File: src/rtl/rstctl_pkg.sv
package rstctl_pkg;
    localparam int NSRC    = 6;
    localparam int SRC_EXT = 0;
    localparam int SRC_PWR = 1;
    localparam int SRC_WDG = 2;
    localparam int SRC_HLT = 3;
    localparam int SRC_CLK = 4;
    localparam int SRC_TST = 5;

    // Sources that must wait for a bus-cycle boundary
    localparam logic [NSRC-1:0] SYNC_MASK    = 6'b110001;
    localparam logic [NSRC-1:0] ASYNC_MASK   = ~SYNC_MASK;
    // Sources that also drive the clock-domain reset line
    localparam logic [NSRC-1:0] CLKLINE_MASK = 6'b011111;

    typedef enum logic [1:0] {
        ST_IDLE,
        ST_WAIT_BUS,
        ST_ASSERT,
        ST_STRETCH
    } rst_state_e;

    // Reduce a set of active sources to one cause bit by fixed priority
    function automatic logic [NSRC-1:0] pick_cause(input logic [NSRC-1:0] v);
        logic [NSRC-1:0] r;
        r = '0;
        if      (v[SRC_PWR]) r[SRC_PWR] = 1'b1;
        else if (v[SRC_WDG]) r[SRC_WDG] = 1'b1;
        else if (v[SRC_HLT]) r[SRC_HLT] = 1'b1;
        else if (v[SRC_CLK]) r[SRC_CLK] = 1'b1;
        else if (v[SRC_EXT]) r[SRC_EXT] = 1'b1;
        else if (v[SRC_TST]) r[SRC_TST] = 1'b1;
        return r;
    endfunction
endpackage

File: src/rtl/rstctl_sync.sv
module rstctl_sync #(
    parameter int W      = 6,
    parameter int STAGES = 2
) (
    input  logic         clk,
    input  logic         rst_n,
    input  logic [W-1:0] d,
    output logic [W-1:0] q
);
    logic [W-1:0] stg [STAGES];

    genvar i;
    generate
        for (i = 0; i < STAGES; i++) begin : g_stage
            if (i == 0) begin : g_first
                always_ff @(posedge clk or negedge rst_n) begin
                    if (!rst_n) stg[0] <= '0;
                    else        stg[0] <= d;
                end
            end else begin : g_next
                always_ff @(posedge clk or negedge rst_n) begin
                    if (!rst_n) stg[i] <= '0;
                    else        stg[i] <= stg[i-1];
                end
            end
        end
    endgenerate

    assign q = stg[STAGES-1];
endmodule

File: src/rtl/rstctl_fsm.sv
module rstctl_fsm
    import rstctl_pkg::*;
#(
    parameter int STRETCH_CYC = 16
) (
    input  logic            clk,
    input  logic            rst_n,
    input  logic [NSRC-1:0] req_s,
    input  logic            bus_idle,
    output logic            line_master,
    output logic            line_clock,
    output logic [NSRC-1:0] cause,
    output logic            latch_now
);
    localparam int CW = (STRETCH_CYC > 1) ? $clog2(STRETCH_CYC) : 1;
    localparam logic [CW-1:0] LAST = CW'(STRETCH_CYC - 1);

    rst_state_e      state, nxt;
    logic [CW-1:0]   cnt;
    logic [NSRC-1:0] pend;
    logic            clk_line;
    logic            any_req, any_async, any_sync, enter;
    logic [NSRC-1:0] cause_vec;

    assign any_req   = |req_s;
    assign any_async = |(req_s & ASYNC_MASK);
    assign any_sync  = |(req_s & SYNC_MASK);
    assign cause_vec = req_s | pend;

    // State register
    always_ff @(posedge clk or negedge rst_n) begin
        if (!rst_n) state <= ST_IDLE;
        else        state <= nxt;
    end

    // Next-state logic
    always_comb begin
        nxt = state;
        unique case (state)
            ST_IDLE: begin
                if (any_async)     nxt = ST_ASSERT;
                else if (any_sync) nxt = ST_WAIT_BUS;
            end
            ST_WAIT_BUS: begin
                if (any_async || bus_idle) nxt = ST_ASSERT;
            end
            ST_ASSERT: begin
                if (!any_req) nxt = ST_STRETCH;
            end
            ST_STRETCH: begin
                if (any_req)          nxt = ST_ASSERT;
                else if (cnt == LAST) nxt = ST_IDLE;
            end
            default: nxt = ST_IDLE;
        endcase
    end

    assign enter = (state == ST_IDLE || state == ST_WAIT_BUS) && (nxt == ST_ASSERT);

    // Stretch counter, pending sync requests, clock-line membership, cause
    always_ff @(posedge clk or negedge rst_n) begin
        if (!rst_n) begin
            cnt      <= '0;
            pend     <= '0;
            clk_line <= 1'b0;
            cause    <= '0;
        end else begin
            if (state != ST_STRETCH) cnt <= '0;
            else if (cnt != LAST)    cnt <= cnt + 1'b1;

            unique case (state)
                ST_IDLE:     pend <= req_s & SYNC_MASK;
                ST_WAIT_BUS: pend <= pend | (req_s & SYNC_MASK);
                default:     pend <= '0;
            endcase

            if (enter) begin
                cause    <= pick_cause(cause_vec);
                clk_line <= |(cause_vec & CLKLINE_MASK);
            end else if (state == ST_ASSERT || state == ST_STRETCH) begin
                clk_line <= clk_line | (|(req_s & CLKLINE_MASK));
            end
        end
    end

    // Outputs
    always_comb begin
        line_master = 1'b0;
        line_clock  = 1'b0;
        latch_now   = 1'b0;
        unique case (state)
            ST_IDLE, ST_WAIT_BUS: ;
            ST_ASSERT: begin
                line_master = 1'b1;
                line_clock  = clk_line;
            end
            ST_STRETCH: begin
                line_master = 1'b1;
                line_clock  = clk_line;
                latch_now   = (cnt == LAST) && !any_req;
            end
            default: ;
        endcase
    end
endmodule

File: src/rtl/rstctl_mode_latch.sv
module rstctl_mode_latch #(
    parameter int DATA_W  = 16,
    parameter int RSV_BIT = 11
) (
    input  logic              clk,
    input  logic              rst_n,
    input  logic              latch_now,
    input  logic [DATA_W-1:0] data_in,
    input  logic              modclk_pin,
    input  logic              bkpt_pin,
    output logic [DATA_W-1:0] cfg_word,
    output logic              sysclk_vco,
    output logic              bdm_enable,
    output logic              rsv_mode
);
    always_ff @(posedge clk or negedge rst_n) begin
        if (!rst_n) begin
            cfg_word   <= '1;
            sysclk_vco <= 1'b1;
            bdm_enable <= 1'b0;
            rsv_mode   <= 1'b0;
        end else if (latch_now) begin
            cfg_word   <= data_in;
            sysclk_vco <= modclk_pin;
            bdm_enable <= ~bkpt_pin;
            rsv_mode   <= ~data_in[RSV_BIT];
        end
    end
endmodule

File: src/rtl/rstctl_top.sv
module rstctl_top
    import rstctl_pkg::*;
#(
    parameter int DATA_W      = 16,
    parameter int RSV_BIT     = 11,
    parameter int STRETCH_CYC = 16,
    parameter int SYNC_STAGES = 2
) (
    input  logic              clk,
    input  logic              rst_n,
    input  logic              req_ext,
    input  logic              req_pwr,
    input  logic              req_wdog,
    input  logic              req_halt,
    input  logic              req_clkloss,
    input  logic              req_test,
    input  logic              bus_idle,
    input  logic [DATA_W-1:0] data_in,
    input  logic              modclk_pin,
    input  logic              bkpt_pin,
    output logic              rst_master,
    output logic              rst_clock,
    output logic              rst_extern,
    output logic [5:0]        rst_cause,
    output logic [DATA_W-1:0] cfg_word,
    output logic              sysclk_vco,
    output logic              bdm_enable,
    output logic              rsv_mode
);
    logic [NSRC-1:0] req_raw, req_s;
    logic            line_master, line_clock, latch_now;

    always_comb begin
        req_raw          = '0;
        req_raw[SRC_EXT] = req_ext;
        req_raw[SRC_PWR] = req_pwr;
        req_raw[SRC_WDG] = req_wdog;
        req_raw[SRC_HLT] = req_halt;
        req_raw[SRC_CLK] = req_clkloss;
        req_raw[SRC_TST] = req_test;
    end

    rstctl_sync #(.W(NSRC), .STAGES(SYNC_STAGES)) u_sync (
        .clk(clk), .rst_n(rst_n), .d(req_raw), .q(req_s)
    );

    rstctl_fsm #(.STRETCH_CYC(STRETCH_CYC)) u_fsm (
        .clk(clk), .rst_n(rst_n), .req_s(req_s), .bus_idle(bus_idle),
        .line_master(line_master), .line_clock(line_clock),
        .cause(rst_cause), .latch_now(latch_now)
    );

    rstctl_mode_latch #(.DATA_W(DATA_W), .RSV_BIT(RSV_BIT)) u_mode (
        .clk(clk), .rst_n(rst_n), .latch_now(latch_now), .data_in(data_in),
        .modclk_pin(modclk_pin), .bkpt_pin(bkpt_pin), .cfg_word(cfg_word),
        .sysclk_vco(sysclk_vco), .bdm_enable(bdm_enable), .rsv_mode(rsv_mode)
    );

    assign rst_master = line_master;
    assign rst_extern = line_master;
    assign rst_clock  = line_clock;
endmodule

File: config.mk
export PLATFORM = sky130hd
export DESIGN_NAME = rstctl_top
export DESIGN_NICKNAME = d
export VERILOG_FILES = /design/src/rtl/rstctl_pkg.sv /design/src/rtl/rstctl_sync.sv /design/src/rtl/rstctl_fsm.sv /design/src/rtl/rstctl_mode_latch.sv /design/src/rtl/rstctl_top.sv
export SDC_FILE = /design/constraint.sdc
export NUM_CORES = 1
export LEC_CHECK = 0
export ABC_AREA = 1
export BUFFER_PORTS_ARGS = -buffer_cell sky130_fd_sc_hd__buf_2
export CAP_MARGIN = 25
export CORE_ASPECT_RATIO = 0.5
export CORE_MARGIN = 2
export CORE_UTILIZATION = 40
export CTS_CLUSTER_SIZE = 28
export DETAILED_ROUTE_END_ITERATION = 12
export MAX_ROUTING_LAYER = met4
export PLACE_DENSITY = 0.64
export SYNTH_ARGS = -nofsm -noshare
export SYNTH_HDL_FRONTEND = slang
export SYNTH_SLANG_ARGS = --single-unit
File: constraint.sdc
create_clock -name clk -period 1.7 [get_ports clk]
set_input_delay 0.34 -clock clk [delete_from_list [all_inputs] [get_ports clk]]
set_output_delay 0.34 -clock clk [all_outputs]
set_load 0.05 [all_outputs]
* Yosys cells after proc, flatten, opt, wreduce, memory -nomap -nowiden
Cells that the tools add are included.
Word-level totals: bits in registers 50, output and inout bits 28, bits of input ports 27
Cells by class: eq/ne operators 7, reductions and logical operators 15, bitwise logic cells 5, add/sub/neg operators 1, mux-type cells 30
Operators with widths (number):
- 1-bit two-way mux | 17
- 2-bit two-way mux | 7
- 4-bit two-way mux | 3
- 6-bit OR | 2
- 6-bit case mux with 2 select lines | 1
- 5-bit OR reduction | 2
- 2-bit case mux with 4 select lines | 1
- 2-bit == test, second input constant | 3
- 3-bit OR reduction | 2
- 6-bit OR reduction | 1
- 4-bit by 1-bit adder with 4-bit output, second input constant | 1
- 4-bit == test, second input constant | 1
- 4-bit != test, second input constant | 1
- 2-bit nonzero test | 2
- 1-bit logical OR | 3
- 3-bit two-way mux | 1
- 2-bit by 1-bit == test with 1-bit output, second input constant | 1
- 1-bit logical AND | 2
- 2-bit logical NOT | 1
- 2-bit != test, second input constant | 1
- 1-bit inverter | 2
- 2-bit OR reduction | 1
- 1-bit logical NOT | 1
- 1-bit OR | 1

* Logic depth before layout (Yosys ltp)
Gate-level depths: netlist (run 1).
depth after elaboration 7, gate-level depth with buffers 9, gate-level depth less buffers 9

* Modules after synthesis
From an unflattened synthesis (run 1), not the netlist that was laid out.
Second synthesis, totals: cell total of the unflattened synthesis 201, area total of the unflattened synthesis 1996.9 um^2
Modules (own cells, without submodules):
- rstctl_fsm | cells an instance 100, area each 877.1 um^2, sequential area each 400.4 um^2, instances 1
- rstctl_mode_latch | cells an instance 82, area each 767.0 um^2, sequential area each 496.7 um^2, instances 1
- rstctl_sync | cells an instance 18, area each 345.3 um^2, sequential area each 300.3 um^2, instances 1
- rstctl_top | cells an instance 1, area each 7.5 um^2, sequential area each 0.0 um^2, instances 1

* Worst setup path before layout (run 1)
Ideal clock, no wire load.
kind reg-to-reg, start point register u_fsm.cnt[0], end point register u_fsm.cause[0], cell stages (with the launch flop) 10, arrival 1.208 ns, slack 0.373 ns, period minus slack after synthesis 1.327 ns, cell sequence dfrtp_1 ha_1 nand3_2 nor2_4 nand2_4 nand2_2 nand2_4 nand3_4 nand2_1 nand2_1
On the way: cells in the longest elaborated chain, start to end 6
Ends and longest elaborated chain:
- start, declared | RTL line rstctl_fsm.sv:19 | logic [CW-1:0] cnt;
- start signal, assigned | RTL line rstctl_fsm.sv:69 | else if (cnt != LAST) cnt <= cnt + 1'b1;
- 4-bit == test | RTL line rstctl_fsm.sv:52 | else if (cnt == LAST) nxt = ST_IDLE;
- 2-bit two-way mux | RTL line rstctl_fsm.sv:52
- 2-bit two-way mux | RTL line rstctl_fsm.sv:51 | if (any_req) nxt = ST_ASSERT;
- 2-bit case mux with 4 select lines | RTL line rstctl_fsm.sv:39 | unique case (state)
- 2-bit == test | RTL line rstctl_fsm.sv:58 | assign enter = (state == ST_IDLE || state == ST_WAIT_BUS) && (nxt == ST_ASSERT);
- 1-bit logical AND | RTL line rstctl_fsm.sv:58
- end signal, assigned | RTL line rstctl_fsm.sv:78 | cause <= pick_cause(cause_vec);
- end, declared | RTL line rstctl_fsm.sv:12 | output logic [NSRC-1:0] cause,
No other way between the ends. A chain may end at the register's enable or synchronous reset.

* Worst setup path in the final report (run 1)
start point register u_fsm.cnt[0], end point register u_mode.cfg_word[9]
On the way: cells in the longest elaborated chain, start to end 3
Ends and longest elaborated chain:
- 4-bit == test | RTL line rstctl_fsm.sv:100 | latch_now = (cnt == LAST) && !any_req;
- 1-bit logical AND | RTL line rstctl_fsm.sv:100
- 1-bit two-way mux | RTL line rstctl_fsm.sv:91 | unique case (state)
- end signal, assigned | RTL line rstctl_mode_latch.sv:23 | cfg_word <= data_in;
- end, declared | RTL line rstctl_mode_latch.sv:11 | output logic [DATA_W-1:0] cfg_word,
No other way between the ends.

==> summary.md, run 1 <==
| Metric | Value |
|---|---|
| Status | `finished, final reports clean` |
| Core area | `0.004531 mm^2` |
| Die Y | `53.19 um` |
| Number of routed nets with antenna violations | `0` |
| Most frequent cells in the layout | `66 x nand2_1, 54 x buf_2, 30 x dfrtp_1` |
| CTS tree | `done` |
| RSZ-0062 raised after global routing | `false` |
| Crit path kind | `reg -> reg` |
| Peak supply drop | `301.5 uV` |
| Commonest non-fill, non-tap cell in the layout | `nand2_1` |
| Fin crit period | `1.501 ns` |
| CP dominant cell by count | `nand2_1` |
| Hold path depth | `1` |
| H-tree Lvls | `2` |
| Io pins | `55` |
| Power per Cell Area | `812.2 mW/mm^2` |
| Leak | `0.001219 uW` |
| Total CTS buffers | `5` |
| Total track usage | `15.02%` |
| Worst-case clock buffer depth | `2` |
| Crit path cell chain | `ha_1, nand3_2, nor2_4, nand2_4, inv_2, buf_4, nand2_1, nand2_1` |
| DRT Pass-1 Iters | `4` |
| Critical Path Slowest Stage Cell | `dfrtp_1` |
| TNS Setup | `0 ns` |
| Die Area | `0.005445 mm^2` |
| Grt ovf | `0` |
| Max incr delay on CP | `0.39 ns` |
| # Max-Cap Violations | `0` |
| Max-slew violation count | `0` |
| FF+latch area | `0.001197 mm^2` |
| Largest net degree at the start of global routing | `40` |
| Hold Fails Final Rpt | `0` |
| Worst R2R Path Depth | `8` |
| Clock Sinks | `47` |
| Startpoint Class | `register` |
| CTS clk-pin slew, worst paths | `0.09 ns` |
| Routed WL | `3637 um` |
| Setup-failing EPs final | `0` |
| WP buf/inv | `2` |
| Initial Utilization | `42.72%` |
| Via/cell ratio | `4.488` |
| Mapped Nets | `222` |
| Initial drt markers | `51` |
| Ant. Diodes | `0` |
| Mean post-synth cell area | `9.977 um^2` |
| # fillers | `432` |
| Cells after Synth | `194` |
| CP required | `1.93 ns` |
| Final clock skew | `0.006082 ns` |
| Die X | `102.4 um` |
| Internal reg-to-reg setup slack | `0.20 ns` |
| Mapped cell area | `0.001936 mm^2` |
| Share of cells above drive strength 1 | `40.23%` |
| Worst-Margin Slew | `0.2557 ns` |
| Final GP Congestion | `0.7740` |
| Num rows | `17` |
| First-pass GRT wire length | `6030 um` |
| Sequential share of the synthesized area | `61.86%` |
| HP Class | `in -> reg` |
| Synthesis-to-finish area growth | `22.95%` |
| Ys Warns | `0` |
| Part of the cycle the worst path needs | `88.30%` |
| Insertion delay to the later sink of the worst-skew pair | `0.29 ns` |
| HPWL Detailed | `2677 um` |
| Synth Register Bits | `47` |
| DRC viols | `0` |
| Initial antenna violation count | `0` |
| Vias in the first global route | `1338` |
| WL/cell | `11.30 um` |
| Final core occ | `52.53%` |
| Clock Tree Root | `clkbuf_8` |
| Slew HR | `82.85%` |
| CP arrival | `1.73 ns` |
| F_max | `666.2 MHz` |
| Area of the multi-input gates | `633.1 um^2` |
| # nets final | `283` |
| # port buffers | `54` |
| Via count | `1445` |
| Crit path max fanout | `14` |
| Unique masters post-synth | `27` |
| Top Family by Delay on Critical Path | `simple AND/OR/NAND/NOR gates` |
| Endpoint kind of the worst setup timing path | `register` |
| WP depth | `8` |
[cell families after synthesis]
kind of cell | after synthesis | synth area share, %
fa+ha+maj | 1 | 0.6463
compound gates | 13 | 4.073
flops | 47 | 61.86
simple gates | 115 | 27.99
buf+inv | 18 | 5.430
[final cells by class]
type | count | area share, %
flip-flops and latches | 47 | 50.32
clock buffers | 7 | 3.628
repair buffers | 60 | 13.88
multi-input cells | 129 | 26.60
well taps | 66 | 3.470
clock inverters | 1 | 0.2103
inverters | 12 | 1.893
[metrics by stage]
stage | hold WS [ns] | setup slack (ns) | cells | instance area (um^2) | power [uW]
floorplan | 0.04441 | 0.3732 | 194 | 1936 | 1204
global placement | 0.2069 | 0.2588 | 313 | 2278 | 1269
detailed placement | 0.2136 | 0.1880 | 313 | 2278 | 1271
CTS | 0.1422 | 0.1771 | 322 | 2380 | 1962
global route | 0.1330 | 0.02799 | 322 | 2380 | 2013
finish | 0.1505 | 0.1990 | 322 | 2380 | 1933
[Yosys cell counts]
master,count,area [um^2]
dfrtp_1,30,750.7
o211ai_1,1,7.510
buf_12,1,20.02
nand3_4,1,17.52
buf_4,1,7.510
o21ai_0,6,30.03
o221ai_1,1,8.760
nand2_2,13,81.33
a211oi_1,1,7.510
nand4_1,7,43.79
nand2_1,66,247.7
a21boi_0,1,7.510
buf_6,2,22.52
nor2_4,2,22.52
buf_2,2,10.01
nor3_1,3,15.01
inv_2,1,3.750
dfstp_2,17,446.7
o21bai_1,1,7.510
inv_1,11,41.29
nand3_1,3,15.01
nand2_4,2,22.52
or2_1,1,6.260
nor2_1,16,60.06
nand3_2,1,10.01
a21oi_1,2,10.01
ha_1,1,12.51
[path summary, 6_finish.rpt]
check	start	endpoint
setup / recovery	u_fsm.cnt[0]$_DFFE_PN0P_	u_mode.cfg_word[9]$_DFFE_PN1P_
hold / removal	req_wdog	u_sync.stg[8]$_DFF_PN0_
setup reg to reg	u_fsm.cnt[0]$_DFFE_PN0P_	u_mode.cfg_word[9]$_DFFE_PN1P_
hold reg to reg	u_sync.stg[6]$_DFF_PN0_	u_sync.q[0]$_DFF_PN0_
max in group asynchronous	rst_n	u_mode.cfg_word[15]$_DFFE_PN1P_
min in group asynchronous	rst_n	u_mode.rsv_mode$_DFFE_PN0P_
[power breakdown]
group	switching [uW]	internal, uW
sequential	12.0	1140
combinational	61.4	37.5
clock	355	329
total	428	1500
[sequential cells by signal (all words and copies together), names as in the netlist]
signal             count
u_fsm.cause            6
u_mode.bdm_enable      1
u_fsm.pend             3
u_sync.stg             6
u_fsm.cnt              4
u_fsm.clk_line         1
u_fsm.state            2
u_mode.cfg_word       16
u_sync.q               6
u_mode.rsv_mode        1
u_mode.sysclk_vco      1
[per-layer routing]
layer  track usage (%)  share of wire, %  vias up
li1                  -                 -      731
met3             3.963               4.7        4
met1             18.46                47      679
met2             25.77                48       31
met5                 -                 0        -
met4             2.667              0.60        0
[timing repair]
item	CTS	global route
hold endpoints to repair	1	0
setup endpoints to repair	0	0
buffers inserted	0	0
hold buffers	1	0
resized for setup	0	0
Note: power is estimated with default switching activity, not from simulation.
==> run 2: changes to the inputs <==
ABC_AREA = 0   (was 1)
==> run 2 against run 1 <==
Net effect: the flow now finishes with violations (setup timing); critical path depth shrank 4; core utilization increased by 2.8 points; sequential power increased by 4%; non-clock buffer count up 15; clock skew fell by 0.0036 ns; routed wire length decreased by 0.19%; largest cell class unchanged.
==> summary.md, run 2 <==
| Metric | Value |
|---|---|
| Mapped cell area | `0.001866 mm^2 (was 0.001936 mm^2)` |
| Die X | `100.6 um (was 102.4 um)` |
| Synthesis-to-finish area growth | `31.86% (was 22.95%)` |
| # Max-Cap Violations | `0 (unchanged)` |
| Commonest cells post-synth | `30 x dfrtp_1, 17 x dfstp_2, 17 x mux2_4 (was 66 x nand2_1, 30 x dfrtp_1, 17 x dfstp_2)` |
| Initial drt markers | `49 (was 51)` |
| Clock Tree Root | `clkbuf_8 (unchanged)` |
| Synth Flop Type | `dfrtp_1 (unchanged)` |
| Share of cells above drive strength 1 | `59.22% (was 40.23%)` |
| HP Class | `in -> async (was in -> reg)` |
| Total power | `2152 uW (was 1933 uW)` |
| Peak supply drop | `346.1 uV (was 301.5 uV)` |
| Setup-failing EPs final | `20 (was 0)` |
| WL/cell | `13.80 um (was 11.30 um)` |
| Mean post-synth cell area | `14.35 um^2 (was 9.977 um^2)` |
| FF+latch area | `0.001197 mm^2 (unchanged)` |
| Unique masters post-synth | `35 (was 27)` |
| Total track usage | `15.10% (was 15.02%)` |
| Status | `finished with violations (was finished, final reports clean)` |
| Internal reg-to-reg setup slack | `-0.22 ns (was 0.20 ns)` |
| Vias in the first global route | `1233 (was 1338)` |
| Crit path kind | `reg -> reg (unchanged)` |
| Synth Register Bits | `47 (unchanged)` |
| Initial antenna violation count | `0 (unchanged)` |
| Insertion delay to the later sink of the worst-skew pair | `0.29 ns (about the same)` |
| Clock Sinks | `47 (unchanged)` |
| DRC viols | `0 (unchanged)` |
| Num rows | `17 (unchanged)` |
| H-tree Lvls | `2 (unchanged)` |
| Final GP Congestion | `0.7592 (was 0.7740)` |
| # fillers | `371 (was 432)` |
| Area of the multi-input gates | `615.6 um^2 (was 633.1 um^2)` |
| Crit path max fanout | `5 (was 14)` |
| F_max | `519.6 MHz (was 666.2 MHz)` |
| Via/cell ratio | `4.783 (was 4.488)` |
| Via count | `1258 (was 1445)` |
| Cells after Synth | `130 (was 194)` |
| Total CTS buffers | `5 (unchanged)` |
| # nets final | `233 (was 283)` |
| Io pins | `55 (unchanged)` |
| Post-synth top area share | `40.24% (was 38.78%)` |
| Grt ovf | `0 (unchanged)` |
| Number of routed nets with antenna violations | `0 (unchanged)` |
| Worst-Margin Slew | `0.5705 ns (was 0.2557 ns)` |
| Failing checks | `setup timing` |
| Core area | `0.004446 mm^2 (was 0.004531 mm^2)` |
| Fin crit period | `1.925 ns (was 1.501 ns)` |
| Asr flop ratio synth | `100.0% (unchanged)` |
| Most frequent cells in the layout | `54 x buf_2, 30 x dfrtp_1, 18 x buf_4 (was 66 x nand2_1, 54 x buf_2, 30 x dfrtp_1)` |
| Startpoint Class | `register (unchanged)` |
| Die Area | `0.005259 mm^2 (was 0.005445 mm^2)` |
| Max-slew violation count | `0 (unchanged)` |
| CP arrival | `2.15 ns (was 1.73 ns)` |
| Largest Register | `u_mode.cfg_word (unchanged)` |
| Ys Warns | `0 (unchanged)` |
| HPWL Detailed | `2505 um (was 2677 um)` |
| Final worst setup slack | `-0.2247 ns (was 0.1990 ns)` |
| Worst-case clock buffer depth | `2 (unchanged)` |
| Worst R2R End | `u_mode.cfg_word[11]$_DFFE_PN1P_ (was u_mode.cfg_word[9]$_DFFE_PN1P_)` |
| CP required | `1.93 ns (about the same)` |
| Power per Cell Area | `874.9 mW/mm^2 (was 812.2 mW/mm^2)` |
| # port buffers | `54 (unchanged)` |
| Yosys top cell by area | `dfrtp_1 (unchanged)` |
| Top cells by area, synth | `dfrtp_1 40%, dfstp_2 24%, mux2_4 14% (was dfrtp_1 39%, dfstp_2 23%, nand2_1 13%)` |
| Die Y | `52.29 um (was 53.19 um)` |
| Sequential share of the synthesized area | `64.19% (was 61.86%)` |
| Commonest non-fill, non-tap cell in the layout | `buf_2 (was nand2_1)` |
| Final clock skew | `0.002485 ns (was 0.006082 ns)` |
| Part of the cycle the worst path needs | `113.2% (was 88.30%)` |
| Post-synth EDFFs | `0 (unchanged)` |
| Largest net degree at the start of global routing | `48 (was 40)` |
| Initial Utilization | `41.96% (was 42.72%)` |
| WHS | `0.1287 ns (was 0.1505 ns)` |
| Slew HR | `61.97% (was 82.85%)` |
| Mapped Nets | `158 (was 222)` |
| First-pass GRT wire length | `5837 um (was 6030 um)` |
| RSZ-0062 raised after global routing | `true (was false)` |
| CTS tree | `done (unchanged)` |
| DRT Pass-1 Iters | `4 (unchanged)` |
| Flip-flop count of the largest register after layout | `16 (unchanged)` |
| Endpoint kind of the worst setup timing path | `register (unchanged)` |
| FF-to-FF Start | `u_sync.q[3]$_DFF_PN0_ (was u_fsm.cnt[0]$_DFFE_PN0P_)` |
| Count leader, synth | `dfrtp_1 (was nand2_1)` |
| Leak | `0.001250 uW (was 0.001219 uW)` |
| Worst R2R Path Depth | `4 (was 8)` |
| CTS clk-pin slew, worst paths | `0.09 ns (about the same)` |
| Hold Fails Final Rpt | `0 (unchanged)` |
| Routed WL | `3630 um (was 3637 um)` |
| Ant. Diodes | `0 (unchanged)` |
==> run 2: final cells by class <==
type | instances | area share, %
Timing Repair Buffer | 75 | 18.77
Multi-Input combinational cell | 72 | 25.03
Sequential cell | 47 | 48.68
Inverter | 4 | 0.6104
Clock inverter | 2 | 0.6612
Tap cell | 57 | 2.899
Clock buffer | 6 | 3.357
==> run 2: critical path: stages (launching register included) <==
cell and delay [ns]:
dfrtp_1 0.38, or3_1 0.39, or4_4 0.60, clkbuf_16 0.19
mux2_4 0.29
==> run 2: cells by family after synthesis <==
logic type / synth area share (%)
adders and majority gates: 0.6706
and+or+nand+nor: 8.183
buffers and inverters: 3.219
xor gates and xnor gates: 0.4696
AOI/OAI and AO/OA: 7.377
muxes: 15.90
DFF: 64.19
==> run 2: repair_timing <==
action | 4_1_cts | 5_1_grt
hold buffers | 0 | 0
pin swaps | 0 | 1
gates cloned | 0 | 2
setup endpoints to repair | 20 | 20
resized for setup | 0 | 1
buffers inserted | 0 | 2
==> run 2: how the worst max path moves through the flow <==
stage	start	to	slack [ns]	depth (start not counted)
final	u_sync.q[3]$_DFF_PN0_	u_mode.cfg_word[11]$_DFFE_PN1P_	-0.22	4
after global routing	u_sync.q[3]$_DFF_PN0_	u_mode.cfg_word[1]$_DFFE_PN1P_	-0.26	4
after CTS	u_sync.q[5]$_DFF_PN0_	u_mode.cfg_word[1]$_DFFE_PN1P_	-0.21	4
after detailed placement	u_sync.q[5]$_DFF_PN0_	u_mode.cfg_word[1]$_DFFE_PN1P_	-0.20	4
after global placement	u_sync.q[5]$_DFF_PN0_	u_mode.cfg_word[14]$_DFFE_PN1P_	-0.16	4
after floorplan	u_sync.q[0]$_DFF_PN0_	u_mode.cfg_word[0]$_DFFE_PN1P_	-0.17	4
==> run 2: routing by layer <==
metal  wire (um)  track usage (%)  vias to the layer above  share of wire, %
met5           0                -                        -                 0
met1        1715            20.00                      627                47
met3         108            3.600                        5               3.0
met4          38            4.110                        0               1.0
met2        1769            23.67                       23                49
li1            -                -                      603                 -
==> run 2: per-stage QoR <==
stage / std cells / area (um^2) / setup WS, ns / setup TNS [ns] / utilization (%)
detailed placement: 251 / 2307 / -0.1971 / -3.427 / 51.90
floorplan: 130 / 1878 / -0.1661 / -3.047 / -
finish: 263 / 2460 / -0.2247 / -3.842 / 55.33
global placement: 251 / 2307 / -0.1634 / -2.861 / 51.90
global route: 263 / 2460 / -0.2586 / -4.405 / 55.33
CTS: 259 / 2406 / -0.2123 / -3.625 / 54.12
==> run 2: power by group <==
| part | internal (uW) | switching, uW |
|---|---|---|
| registers | 1180 | 21.0 |
| clock network | 332 | 369 |
| logic | 91.9 | 163 |
==> run 3: changes to the inputs <==
CORE_UTILIZATION = 30   (was 40)
MAX_ROUTING_LAYER = default   (was met4)
PLACE_DENSITY = 0.51   (was 0.64)
==> run 3 against run 2 <==
Net effect: flip-flop and latch count unchanged; core utilization down 12 points; power up 20%; cell count up 12%; highest routed layer unchanged; the flow still finishes with violations (setup timing); die area up 31%; count of clock-buffer cells in the layout unchanged; global-route usage down 3.7 points; final area up 5.2%; largest cell class unchanged; sequential share of layout area down 2.4 points; largest power group unchanged; combinational power about the same; hold slack worse by 0.11 ns; non-clock buffer count unchanged.
==> summary.md, run 3 (synthesis results as in run 2) <==
| Metric | Value |
|---|---|
| Status | `finished with violations (unchanged)` |
| Failing checks | `setup timing (unchanged)` |
| FF-to-FF Start | `u_sync.q[5]$_DFF_PN0_ (was u_sync.q[3]$_DFF_PN0_)` |
| Setup-failing EPs final | `20 (unchanged)` |
| Grt ovf | `0 (unchanged)` |
| # nets final | `233 (unchanged)` |
| Via count | `1228 (was 1258)` |
| Most frequent cells in the layout | `54 x buf_2, 30 x dfrtp_1, 17 x mux2_4, 17 x buf_4, 17 x dfstp_2 (was 54 x buf_2, 30 x dfrtp_1, 18 x buf_4)` |
| Num rows | `20 (was 17)` |
| HP Class | `in -> async (unchanged)` |
| Sw Pwr | `581.8 uW (was 552.6 uW)` |
| Insertion delay to the later sink of the worst-skew pair | `0.28 ns (was 0.29 ns)` |
| Routed WL | `3705 um (was 3630 um)` |
| Endpoint kind of the worst setup timing path | `register (unchanged)` |
| Logic pwr share | `10.0% (was 11.8%)` |
| DP Cell Count | `283 (was 251)` |
| P_int | `2003 uW (was 1600 uW)` |
| Leak | `0.001293 uW (was 0.001250 uW)` |
| Largest net degree at the start of global routing | `48 (unchanged)` |
| Startpoint Class | `register (unchanged)` |
| WHS | `0.01782 ns (was 0.1287 ns)` |
| Initial drt markers | `33 (was 49)` |
| Worst R2R End | `u_mode.cfg_word[8]$_DFFE_PN1P_ (was u_mode.cfg_word[11]$_DFFE_PN1P_)` |
| FF+latch area | `0.001197 mm^2 (unchanged)` |
| RSZ-0062 raised after global routing | `true (unchanged)` |
| CTS tree | `done (unchanged)` |
| # port buffers | `54 (unchanged)` |
| Worst-Margin Slew | `0.4453 ns (was 0.5705 ns)` |
| Peak supply drop | `437.9 uV (was 346.1 uV)` |
| Final worst setup slack | `-0.2131 ns (was -0.2247 ns)` |
| Number of routed nets with antenna violations | `0 (unchanged)` |
| Synthesis-to-finish area growth | `38.77% (was 31.86%)` |
| F_max | `522.7 MHz (was 519.6 MHz)` |
| Worst-case clock buffer depth | `2 (unchanged)` |
| # fillers | `576 (was 371)` |
| DRC viols | `0 (unchanged)` |
| HPWL Detailed | `2536 um (was 2505 um)` |
| Die X | `115.5 um (was 100.6 um)` |
| Die Y | `59.76 um (was 52.29 um)` |
| Slew HR | `70.08% (was 61.97%)` |
| Final cell count without fillers | `294 (was 263)` |
| Initial Utilization | `30.93% (was 41.96%)` |
| Clock Tree Root | `clkbuf_16 (was clkbuf_8)` |
| Crit path launch | `u_sync.q[5]$_DFF_PN0_ (was u_sync.q[3]$_DFF_PN0_)` |
| Seq pwr share | `46.3% (was 55.6%)` |
| Commonest non-fill, non-tap cell in the layout | `buf_2 (unchanged)` |
| Final GP Congestion | `0.7443 (was 0.7592)` |
| Max-slew violation count | `0 (unchanged)` |
| Largest Register | `u_mode.cfg_word (unchanged)` |
| CTS clk-pin slew, worst paths | `0.06 ns (was 0.09 ns)` |
| Share of cells above drive strength 1 | `59.71% (was 59.22%)` |
| Fin crit period | `1.913 ns (was 1.925 ns)` |
| Total track usage | `11.41% (was 15.10%)` |
| Final clock skew | `0.001749 ns (was 0.002485 ns)` |
| Worst R2R Path Depth | `4 (unchanged)` |
| First-pass GRT wire length | `6051 um (was 5837 um)` |
| Crit path kind | `reg -> reg (unchanged)` |
| Io pins | `55 (unchanged)` |
| Cts hold-fix bufs | `0 (unchanged)` |
| Clock Sinks | `47 (unchanged)` |
| Via/cell ratio | `4.177 (was 4.783)` |
| Finished layout cell area | `0.002589 mm^2 (was 0.002460 mm^2)` |
| Crit path max fanout | `5 (unchanged)` |
| CP required | `1.91 ns (was 1.93 ns)` |
| # Max-Cap Violations | `0 (unchanged)` |
| Core area | `0.006031 mm^2 (was 0.004446 mm^2)` |
| Part of the cycle the worst path needs | `112.5% (was 113.2%)` |
| Placed cell areas | `0.002366 mm^2 (was 0.002307 mm^2)` |
| Ant. Diodes | `0 (unchanged)` |
| Internal reg-to-reg setup slack | `-0.21 ns (was -0.22 ns)` |
| DRT Pass-1 Iters | `3 (was 4)` |
| WL/cell | `12.60 um (was 13.80 um)` |
| H-tree Lvls | `2 (unchanged)` |
| Clock Power Share | `43.7% (was 32.6%)` |
| Vias in the first global route | `1254 (was 1233)` |
| Total CTS buffers | `5 (unchanged)` |
| Area of the multi-input gates | `618.1 um^2 (was 615.6 um^2)` |
| Flip-flop count of the largest register after layout | `16 (unchanged)` |
| Sw frac | `22.51% (was 25.68%)` |
| Initial antenna violation count | `0 (unchanged)` |
| CP arrival | `2.12 ns (was 2.15 ns)` |
| Power per Cell Area | `998.3 mW/mm^2 (was 874.9 mW/mm^2)` |
| Hold Fails Final Rpt | `0 (unchanged)` |
| Die Area | `0.006903 mm^2 (was 0.005259 mm^2)` |
[run 3: changes by cell type in the layout (fill, tap and decap cells not counted), sizes merged]
| cell | change |
|---|---|
| bufinv | +1 |
| clkinvlp | -1 |
[run 3: what timing repair did]
action	4_1_cts	5_1_grt
gates cloned	0	2
buffers inserted	0	1
endpoints found under the hold margin	0	0
resized for setup	0	1
setup endpoints to repair	20	20
[run 3: worst max path at each step]
stage | slack (ns) | to | depth (start not counted)
3_3_place_gp | -0.18 | u_mode.sysclk_vco$_DFFE_PN1P_ | 4
6_report | -0.21 | u_mode.cfg_word[8]$_DFFE_PN1P_ | 4
3_5_place_dp | -0.20 | u_mode.cfg_word[15]$_DFFE_PN1P_ | 4
4_1_cts | -0.21 | u_mode.cfg_word[15]$_DFFE_PN1P_ | 4
5_1_grt | -0.25 | u_mode.cfg_word[15]$_DFFE_PN1P_ | 4
2_1_floorplan | -0.17 | u_mode.cfg_word[0]$_DFFE_PN1P_ | 4
[run 3: through the flow]
step	setup TNS [ns]	power (uW)	utilization, %	setup slack [ns]
floorplan	-3.047	1367	-	-0.1661
CTS	-3.623	2623	42.12	-0.2096
finish	-3.656	2584	42.93	-0.2131
global placement	-3.277	1472	39.23	-0.1842
global route	-4.523	2699	42.93	-0.2541
detailed placement	-3.423	1476	39.23	-0.1958
[run 3: cell type report]
cell class                 instances  share of cell area, %
tap                               88                  4.253
sequential                        47                  46.25
multi-input combinational         72                  23.88
clock buffer                       6                  5.365
timing repair buffer              75                  18.32
inverter                           4                 0.5800
clock inverter                     2                  1.353
[run 3: power groups by stage]
| stage | Clock, uW | Sequential (uW) | Combinational, uW |
|---|---|---|---|
| after detailed placement | 0 | 1220 | 260 |
| after global placement | 0 | 1220 | 256 |
| final | 1130 | 1200 | 258 |
| after floorplan | 0 | 1320 | 47.6 |
| after global routing | 1220 | 1200 | 276 |
| after CTS | 1160 | 1200 | 261 |
[run 3: per-layer routing]
metal	vias up	share of wire [%]	track usage, %	wire length, um
li1	601	-	-	-
met3	3	3.6	3.043	133
met2	20	48	18.80	1785
met1	604	48	15.29	1769
met5	-	0	0	0
met4	0	0.46	2.582	17
[run 3: critical path: stages, from the launching register on]
cell	delay, ns
dfrtp_1	0.37
or3_4	0.39
or4_4	0.60
clkbuf_16	0.19
mux2_4	0.29
